**src/rtl/mbs_pkg.sv**
```systemverilog
package mbs_pkg;
  localparam int MB_AW = 16;
  localparam int MB_DW = 8;

  typedef enum logic [1:0] {
    CY_IDLE  = 2'd0,
    CY_CODE  = 2'd1,
    CY_DATA  = 2'd2,
    CY_TABLE = 2'd3
  } cyc_kind_e;

  typedef struct packed {
    cyc_kind_e            kind;
    logic                 write;
    logic                 wide;
    logic [MB_AW-1:0]     faddr;
    logic [MB_AW-1:0]     daddr;
    logic [MB_DW-1:0]     wdata;
  } bus_req_t;

  typedef struct packed {
    logic                 ale;
    logic                 psen_n;
    logic                 rd_n;
    logic                 wr_n;
    logic                 oe;
    logic [MB_DW-1:0]     lo;
    logic [MB_DW-1:0]     hi;
    logic                 last;
  } bus_pins_t;
endpackage

```
**src/rtl/mbs_phase_ctr.sv**
```systemverilog
module mbs_phase_ctr #(
  parameter int CYC = 12,
  localparam int PW = $clog2(CYC)
) (
  input  logic          clk,
  input  logic          rst,
  output logic [PW-1:0] ph,
  output logic [PW-1:0] ph_n,
  output logic          wrap
);
  assign wrap = (ph == PW'(CYC-1));
  assign ph_n = wrap ? '0 : ph + PW'(1);

  always_ff @(posedge clk) begin
    if (rst) ph <= PW'(CYC-1);
    else     ph <= ph_n;
  end
endmodule

```
**src/rtl/mbs_req_latch.sv**
```systemverilog
module mbs_req_latch
  import mbs_pkg::*;
(
  input  logic              clk,
  input  logic              rst,
  input  logic              take,
  input  logic              fetch_en,
  input  logic [MB_AW-1:0]  fetch_addr,
  input  logic              dx_req,
  input  logic              dx_write,
  input  logic              dx_wide,
  input  logic [MB_AW-1:0]  dx_addr,
  input  logic [MB_DW-1:0]  dx_wdata,
  input  logic              tb_req,
  output bus_req_t          nxt,
  output cyc_kind_e         cur_kind,
  output logic              cur_write
);
  bus_req_t cur;
  bus_req_t sel;

  always_comb begin
    sel.kind  = dx_req   ? CY_DATA  :
                tb_req   ? CY_TABLE :
                fetch_en ? CY_CODE  : CY_IDLE;
    sel.write = dx_write;
    sel.wide  = dx_wide;
    sel.faddr = fetch_addr;
    sel.daddr = dx_addr;
    sel.wdata = dx_wdata;
    nxt       = take ? sel : cur;
  end

  always_ff @(posedge clk) begin
    if (rst) cur <= '0;
    else     cur <= nxt;
  end

  assign cur_kind  = cur.kind;
  assign cur_write = cur.write;
endmodule

```
**src/rtl/mbs_strobe_dec.sv**
```systemverilog
module mbs_strobe_dec
  import mbs_pkg::*;
#(
  parameter int STATES = 6,
  parameter int PHASES = 2,
  localparam int CYC    = STATES * PHASES,
  localparam int PW     = $clog2(CYC),
  localparam int SLOT   = CYC / 2,
  localparam int ALE_W  = PHASES,
  localparam int PS_BEG = ALE_W + 1,
  localparam int RD_BEG = 2 * PHASES,
  localparam int RD_END = RD_BEG + 3 * PHASES - 1,
  localparam int WD_END = RD_END + 1
) (
  input  logic [PW-1:0]    ph,
  input  bus_req_t         req,
  input  logic             ale_off,
  input  logic             ext_mode,
  input  logic [MB_DW-1:0] p2_reg,
  output bus_pins_t        pins
);
  logic             slot;
  logic [PW-1:0]    pos;
  logic             ale_en, live, adr_ph, is_rd, is_wr, strobe_win;
  logic [MB_AW-1:0] caddr;

  assign slot   = (ph >= PW'(SLOT));
  assign pos    = slot ? ph - PW'(SLOT) : ph;
  assign ale_en = !ale_off || ext_mode || (req.kind != CY_IDLE);
  assign live   = (req.kind == CY_CODE) ||
                  (((req.kind == CY_DATA) || (req.kind == CY_TABLE)) && !slot);
  assign caddr  = (req.kind == CY_CODE) ? req.faddr + MB_AW'(slot) : req.daddr;
  assign adr_ph = live && (pos < PW'(PS_BEG));
  assign is_rd  = (req.kind == CY_DATA) && !req.write;
  assign is_wr  = (req.kind == CY_DATA) &&  req.write;
  assign strobe_win = (ph >= PW'(RD_BEG)) && (ph <= PW'(RD_END));

  always_comb begin
    pins.ale    = ale_en && (pos < PW'(ALE_W)) && !((req.kind == CY_DATA) && slot);
    pins.psen_n = !(((req.kind == CY_CODE) || ((req.kind == CY_TABLE) && !slot))
                    && (pos >= PW'(PS_BEG)));
    pins.rd_n   = !(is_rd && strobe_win);
    pins.wr_n   = !(is_wr && strobe_win);
    pins.oe     = adr_ph || (is_wr && (ph >= PW'(PS_BEG)) && (ph <= PW'(WD_END)));
    pins.lo     = adr_ph ? caddr[MB_DW-1:0] : req.wdata;
    if ((req.kind == CY_CODE) || ((req.kind == CY_TABLE) && !slot) ||
        ((req.kind == CY_DATA) && req.wide))
      pins.hi = caddr[MB_AW-1:MB_DW];
    else
      pins.hi = p2_reg;
    pins.last   = (ph == PW'(CYC-1));
  end
endmodule

```
**src/rtl/mbs_bus_seq.sv**
```systemverilog
module mbs_bus_seq
  import mbs_pkg::*;
#(
  parameter int STATES = 6,
  parameter int PHASES = 2
) (
  input  logic             clk,
  input  logic             rst,
  input  logic             ext_mode,
  input  logic             ale_off,
  input  logic             fetch_en,
  input  logic [15:0]      fetch_addr,
  input  logic             dx_req,
  input  logic             dx_write,
  input  logic             dx_wide,
  input  logic [15:0]      dx_addr,
  input  logic [7:0]       dx_wdata,
  input  logic             tb_req,
  input  logic [7:0]       p2_reg,
  input  logic [7:0]       ad_in,
  output logic             ale,
  output logic             psen_n,
  output logic             rd_n,
  output logic             wr_n,
  output logic [7:0]       ad_out,
  output logic             ad_oe,
  output logic [7:0]       a_hi,
  output logic             mc_last,
  output logic [7:0]       cap_data,
  output logic             cap_vld,
  output logic             cap_dx
);
  localparam int CYC    = STATES * PHASES;
  localparam int PW     = $clog2(CYC);
  localparam int SLOT   = CYC / 2;
  localparam int RD_END = 2 * PHASES + 3 * PHASES - 1;

  logic [PW-1:0] ph, ph_n;
  logic          wrap;
  bus_req_t      req_n;
  cyc_kind_e     cur_kind;
  logic          cur_write;
  bus_pins_t     pins_n, pins_q;
  logic          code_end, rd_end;

  mbs_phase_ctr #(.CYC(CYC)) ctr_i (
    .clk(clk), .rst(rst), .ph(ph), .ph_n(ph_n), .wrap(wrap)
  );

  mbs_req_latch req_i (
    .clk(clk), .rst(rst), .take(wrap),
    .fetch_en(fetch_en), .fetch_addr(fetch_addr),
    .dx_req(dx_req), .dx_write(dx_write), .dx_wide(dx_wide),
    .dx_addr(dx_addr), .dx_wdata(dx_wdata), .tb_req(tb_req),
    .nxt(req_n), .cur_kind(cur_kind), .cur_write(cur_write)
  );

  mbs_strobe_dec #(.STATES(STATES), .PHASES(PHASES)) dec_i (
    .ph(ph_n), .req(req_n), .ale_off(ale_off), .ext_mode(ext_mode),
    .p2_reg(p2_reg), .pins(pins_n)
  );

  always_ff @(posedge clk) begin
    if (rst) begin
      pins_q <= '{ale: 1'b0, psen_n: 1'b1, rd_n: 1'b1, wr_n: 1'b1, oe: 1'b0,
                  lo: '0, hi: '0, last: 1'b1};
    end else begin
      pins_q <= pins_n;
    end
  end

  // program read ends where the strobe rises; data read ends with the read strobe
  assign code_end = ((cur_kind == CY_CODE) && ((ph == PW'(SLOT-1)) || (ph == PW'(CYC-1)))) ||
                    ((cur_kind == CY_TABLE) && (ph == PW'(SLOT-1)));
  assign rd_end   = (cur_kind == CY_DATA) && !cur_write && (ph == PW'(RD_END));

  always_ff @(posedge clk) begin
    if (rst) begin
      cap_data <= '0;
      cap_vld  <= 1'b0;
      cap_dx   <= 1'b0;
    end else begin
      cap_vld <= code_end || rd_end;
      if (code_end || rd_end) begin
        cap_data <= ad_in;
        cap_dx   <= (cur_kind != CY_CODE);
      end
    end
  end

  assign ale     = pins_q.ale;
  assign psen_n  = pins_q.psen_n;
  assign rd_n    = pins_q.rd_n;
  assign wr_n    = pins_q.wr_n;
  assign ad_oe   = pins_q.oe;
  assign ad_out  = pins_q.lo;
  assign a_hi    = pins_q.hi;
  assign mc_last = pins_q.last;
endmodule

```
**config.mk**
```make
export PLATFORM = sky130hd
export DESIGN_NAME = mbs_bus_seq
export DESIGN_NICKNAME = d
export VERILOG_FILES = /design/src/rtl/mbs_pkg.sv /design/src/rtl/mbs_phase_ctr.sv /design/src/rtl/mbs_req_latch.sv /design/src/rtl/mbs_strobe_dec.sv /design/src/rtl/mbs_bus_seq.sv
export SDC_FILE = /design/constraint.sdc
export NUM_CORES = 1
export LEC_CHECK = 0
export BUFFER_PORTS_ARGS = -buffer_cell sky130_fd_sc_hd__buf_2
export CORE_MARGIN = 5
export CORE_UTILIZATION = 53
export DETAILED_ROUTE_END_ITERATION = 16
export GPL_ROUTABILITY_DRIVEN = 0
export PLACE_DENSITY_LB_ADDON = 0.1
export SYNTH_ARGS = -nofsm -noshare
export SYNTH_HDL_FRONTEND = slang
export SYNTH_SLANG_ARGS = --single-unit
export TNS_END_PERCENT = 30
```
**constraint.sdc**
```tcl
create_clock -name clk -period 4.2 [get_ports clk]
set_input_delay 0.42 -clock clk [delete_from_list [all_inputs] [get_ports clk]]
set_output_delay 0.42 -clock clk [all_outputs]
set_load 0.01 [all_outputs]
```
==> flow_summary_export.csv, run 1 <==
group,metric,value,unit
timing,finalSetupViolCount,0,
die,die_height,95.1,um
synthesis,synthMuxAreaShare,0.112,
route,wl,9620,um
timing,rsz0062_at_grt,"false",
grt,grtUsageTotal,0.221,
cells_and_area,fin_nets,589,
placed_design,io_buffers,96,
grt,overflow,0,
route,viasPerCell,5.38,
die,initial_core_util,0.537,
clock_network,root_buffer,"clkbuf_8",
route,ant_nets,0,
cells_and_area,syn_to_final_growth,17.7,%
clock_network,numCtsBuffers,9,
clock_network,cts_tree,"yes",
synthesis,syn-num-nets,504,
clock_network,cts_resized,0,
die,dieWidth,95.1,um
route,drcViolationCount,0,
cells_and_area,final_cell_mix,"buf_2 (96), dfxtp_1 (80), nand2_1 (60)",
die,dieArea,9040,um^2
synthesis,synth.distinct_cells,60,
synthesis,syn-instance-count,433,
timing,timing.fmax,299,MHz
timing,maxSlewViolCount,0,
cells_and_area,final_cell_area,4510,um^2
outcome,outcome,"completed",
synthesis,synth_area,3830,um^2
timing,tightestPinTransition,0.864,ns
pwr,peakVddDrop,0.266,mV
pwr,p_per_area,469,nW/um^2
timing,min_period,3.34,ns
clock_network,clkTransAtPathRegs,0.09,ns
cells_and_area,layout-drive-gt1-share,0.256,
placed_design,dpl-instance-area,4330,um^2
synthesis,synth_compound_area_frac,0.156,
grt,grt_pass1_wl,15400,um
critical_path,start_kind,"register",
cells_and_area,layout.cells.non_filler,622,
placed_design,hpwl,7040,um
route,vias,3349,
critical_path,worst-r2r-setup-slack,0.86,ns
clock_network,cts.sink_count,80,
critical_path,crit_fanout,9,
clock_network,hold_buffers,0,
synthesis,synth_adder_area_share,0.0196,
timing,fin_skew,0.0122,ns
grt,grt_max_degree,48,
synthesis,synth_top_family_by_area,"simple AND/OR/NAND/NOR gates",
clock_network,clock_latency,0.36,ns
clock_network,cts_setup_buffers,0,
timing,period_share,0.796,
placed_design,post-place-cells,606,
synthesis,async_flop_share,0,
critical_path,worstPathArrival,3.58,ns
run,drv_cap,0,
route,wl_per_cell,15.5,um
synthesis,synth.avg_cell_area,8.86,um^2
die,io_pins,97,
synthesis,synth_xor_area_frac,0.0365,
route,dr.pass1.iters,4,
clock_network,htree_levels,3,
route,drt_iter0_drc,232,
critical_path,critPathKind,"register to register",
die,rows,31,
cells_and_area,final_util,0.632,
cells_and_area,mostFrequentLayoutCell,"buf_2",
synthesis,synth-main-ff-cell,"dfxtp_1",
timing,relSlewSlack,0.424,
min_path,hold_class,"primary input to register",
timing,final_hold_viol_count,0,
synthesis,yosys_register_bits,80,
pwr,p_leak,0.00196,uW
synthesis,ys_seq_area_frac,0.418,
synthesis,synth_warnings,0,
cells_and_area,diodes,0,
die,core_area,7140,um^2
grt,grt_pass1_vias,3105,
synthesis,synthSimpleGateAreaFrac,0.217,
timing,tns,0,ns
clock_network,clk_path_buf_depth,2,
grt,grt_antenna_before_repair,0,
synthesis,synth_edf_count,0,
critical_path,endpoint_kind,"register",
critical_path,cp_data_required_time,4.44,ns
==> stage by stage <==
step | power, uW | hold WS, ns | setup WS, ns
2_1_floorplan | 1430 | 0.433 | 0.975
3_3_place_gp | 1600 | 0.440 | 1.03
3_5_place_dp | 1610 | 0.447 | 0.932
4_1_cts | 2130 | 0.279 | 0.906
5_1_grt | 2250 | 0.301 | 0.520
6_report | 2120 | 0.291 | 0.859
==> cells by family after synthesis <==
group | count (synthesis)
simple gates | 178
compound gates | 80
flops | 80
mux | 42
buf+inv | 31
xor+xnor | 16
fa+ha+maj | 6
==> critical path: stages (launching register included) <==
cell	delay, ns
dfxtp_1	0.46
ha_1	0.35
or3b_4	0.44
a21bo_2	0.26
and2_1	0.19
nor2_1	0.16
ha_1	0.27
nand4_1	0.22
a2111oi_1	0.52
xnor2_1	0.11
o211ai_1	0.17
a21oi_1	0.08
==> area by class of cell <==
cell class / count / area, um^2
multi-input combinational: 322 / 2070
inverter: 4 / 15.0
timing repair buffer: 101 / 518
sequential: 80 / 1600
clock buffer: 9 / 124
fill: 668 / 2630
tap: 99 / 124
clock inverter: 7 / 55.1
==> worst paths after layout <==
kind,depth (start not counted),from,end
worst max-delay path,11,ctr_i.ph[0]$_SDFF_PP1_,a_hi[4]$_SDFF_PP0_
worst min register to register,2,cap_dx$_SDFFE_PP0P_,cap_dx$_SDFFE_PP0P_
worst min-delay path,3,ad_in[7],cap_data[7]$_SDFFE_PP0P_
worst max register to register,11,ctr_i.ph[0]$_SDFF_PP1_,a_hi[4]$_SDFF_PP0_
==> metal layers <==
metal | vias up | GRT usage | routed length, um
met5 | - | 0 | 0
met4 | 0 | 0.0769 | 132
met3 | 10 | 0.0521 | 576
met2 | 93 | 0.336 | 4360
met1 | 1562 | 0.307 | 4550
li1 | 1684 | - | -
==> sequential cells by signal, summed over array words and instances, names as in the netlist <==
register         count
cap_data             8
req_i.cur           41
ad_oe                1
ad_out               8
req_i.cur_kind       2
mc_last              1
a_hi                 8
cap_vld              1
wr_n                 1
rd_n                 1
ctr_i.ph             4
cap_dx               1
req_i.cur_write      1
ale                  1
psen_n               1
==> synth_stat cells (all sizes together), types with 3 or more instances <==
cell     number  share of area
dfxtp        80           0.42
nand2        60          0.059
nor2         58          0.057
mux2i        38           0.10
a21oi        25          0.034
buf          15          0.026
nand3        14          0.018
clkbuf       12          0.012
xnor2        12          0.027
a211oi       11          0.023
nand2b        9          0.015
ha            6          0.020
nand3b        6          0.012
o21ai         6         0.0078
a211o         5          0.011
a2111oi       4          0.016
a21boi        4         0.0078
a21o          4         0.0078
inv           4         0.0039
mux2          4          0.012
xor2          4         0.0091
and2          3         0.0049
and3          3         0.0049
and4          3         0.0069
nand4         3         0.0049
nor3b         3         0.0059
o211ai        3         0.0059
o311ai        3         0.0069
or2           3         0.0049
==> where the power goes <==
| part | switching (uW) | leakage (uW) | internal, uW |
|---|---|---|---|
| Combinational | 401 | 0.00122 | 272 |
| Clock | 299 | 0.0000862 | 219 |
| Sequential | 55.0 | 0.000657 | 870 |
| Total | 755 | 0.00196 | 1360 |
No activity file was read; power rests on OpenSTA's default activity.
==> run 2, diff against run 1 <==
==> constraint.sdc (replaced) <==
create_clock -name clk -period 3.4 [get_ports clk]
set_input_delay 0.34 -clock clk [delete_from_list [all_inputs] [get_ports clk]]
set_output_delay 0.34 -clock clk [all_outputs]
set_load 0.01 [all_outputs]
==> run 2 against run 1 <==
Compared with the run above:
- critical path depth unchanged
- global-route usage fell by 0.38 points
- clock power up 54%
- non-clock buffer count up 4
- utilization grew 1.4 points
- maximum frequency increased by 3.6%
==> flow_summary_export.csv, run 2 (synthesized netlist as in run 1, its figures left out) <==
group,metric,value,unit
outcome,outcome,"completed",
placed_design,hpwl,7130,um
pwr,peakVddDrop,0.332,mV
pwr,seq_power_share,0.408,
grt,grtUsageTotal,0.217,
route,wl,9670,um
grt,overflow,0,
critical_path,start_kind,"register",
cells_and_area,syn_to_final_growth,20.2,%
timing,final.setup.worst_slack,0.175,ns
grt,grt_pass1_vias,3174,
route,drt_iter0_drc,276,
critical_path,worstPathArrival,3.49,ns
grt,grt_max_degree,61,
timing,period_share,0.949,
cells_and_area,final_cell_mix,"buf_2 (96), dfxtp_1 (79), nand2_1 (60)",
pwr,intPower,1850,uW
pwr,clkPwrFrac,0.284,
cells_and_area,nFillCells,673,
die,rows,31,
die,initial_core_util,0.537,
cells_and_area,multiInputGateArea,2090,um^2
timing,tightestPinTransition,1.09,ns
pwr,swShare,0.340,
cells_and_area,diodes,0,
clock_network,clk_path_buf_depth,2,
cells_and_area,largest_reg_flops,41,
timing,tns,0,ns
grt,grt_antenna_before_repair,0,
placed_design,io_buffers,96,
run,drv_cap,0,
clock_network,clkTransAtPathRegs,0.08,ns
pwr,p_leak,0.00200,uW
cells_and_area,seq_area,1600,um^2
cells_and_area,top_register,"req_i.cur",
clock_network,root_buffer,"clkbuf_8",
timing,relSlewSlack,0.273,
pwr,p_switching,952,uW
route,wl_per_cell,15.4,um
clock_network,cts.sink_count,80,
min_path,hold_class,"primary input to register",
pwr,power_frac_comb,0.308,
die,dieWidth,95.1,um
timing,timing.fmax,310,MHz
clock_network,clock_latency,0.36,ns
timing,finalSetupViolCount,0,
die,core_area,7140,um^2
critical_path,cp_data_required_time,3.67,ns
die,io_pins,97,
route,ant_nets,0,
route,viasPerCell,5.48,
clock_network,cts_setup_buffers,0,
route,dr.pass1.iters,5,
critical_path,endpoint_kind,"register",
critical_path,crit_fanout,9,
route,drcViolationCount,0,
die,dieArea,9040,um^2
timing,maxSlewViolCount,0,
clock_network,htree_levels,3,
cells_and_area,fin_nets,593,
clock_network,numCtsBuffers,9,
timing,final_hold_viol_count,0,
pwr,p_per_area,608,nW/um^2
timing,min_period,3.23,ns
placed_design,place_ws,0.0742,ns
timing,fin_skew,0.0109,ns
grt,grt_pass1_wl,15200,um
cells_and_area,layout-drive-gt1-share,0.268,
clock_network,cts_tree,"yes",
cells_and_area,mostFrequentLayoutCell,"buf_2",
route,vias,3432,
critical_path,critPathKind,"register to register",
die,die_height,95.1,um
timing,rsz0062_at_grt,"false",
clock_network,hold_buffers,0,
-- run 2: worst paths after layout --
kind | startpoint | end | slack [ns] | depth (start not counted)
max | ctr_i.ph[1]$_SDFF_PP1_ | a_hi[0]$_SDFF_PP0_ | 0.17 | 11
min | ad_in[7] | cap_data[7]$_SDFFE_PP0P_ | 0.22 | 3
max reg2reg | ctr_i.ph[1]$_SDFF_PP1_ | a_hi[0]$_SDFF_PP0_ | 0.17 | 11
min reg2reg | req_i.cur[21]$_SDFF_PP0_ | req_i.cur[21]$_SDFF_PP0_ | 0.46 | 2
-- run 2: area by class of cell --
| class | instances | area share |
|---|---|---|
| inverters | 4 | 0.00326 |
| clock buffers | 9 | 0.0269 |
| well taps | 99 | 0.0269 |
| multi-input cells | 322 | 0.454 |
| repair buffers | 105 | 0.119 |
| flip-flops and latches | 80 | 0.348 |
| clock inverters | 7 | 0.0225 |
-- run 2: metal layers --
| metal | vias to the layer above | track usage | part of all wire |
|---|---|---|---|
| li1 | 1701 | - | - |
| met1 | 1600 | 0.300 | 0.47 |
| met2 | 116 | 0.337 | 0.45 |
| met3 | 15 | 0.0395 | 0.056 |
| met4 | 0 | 0.0829 | 0.018 |
| met5 | - | 0 | 0 |
-- run 2: metrics by stage --
stage / hold WS, ns / area, um^2 / util / instances / power [uW]
finish: 0.216 / 4610 / 0.646 / 626 / 2800
floorplan: 0.433 / 3830 / - / 433 / 1770
global placement: 0.440 / 4360 / 0.611 / 610 / 2010
CTS: 0.205 / 4590 / 0.643 / 626 / 2810
global route: 0.219 / 4610 / 0.646 / 626 / 2960
detailed placement: 0.443 / 4360 / 0.611 / 610 / 2020
-- run 2: timing repair --
action                                  in CTS  in global routing
gates resized for setup                      0                  4
endpoints found under the setup margin       0                  2
endpoints found under the hold margin        0                  0
-- run 2: worst max-delay path, stage by stage, from the launching register on --
cell	delay, ns
dfxtp_1	0.48
ha_4	0.23
or3b_4	0.41
a21bo_2	0.25
and2_1	0.19
nor2_1	0.16
ha_1	0.29
nand4_1	0.25
a21boi_1	0.25
xnor2_1	0.09
a211o_1	0.29
a311oi_1	0.25
-- run 2: power groups by stage --
stage | logic [uW] | clock network [uW] | registers, uW
2_1_floorplan | 591 | 0 | 1180
3_3_place_gp | 849 | 0 | 1160
3_5_place_dp | 854 | 0 | 1160
4_1_cts | 858 | 813 | 1140
5_1_grt | 940 | 859 | 1160
6_report | 863 | 797 | 1140
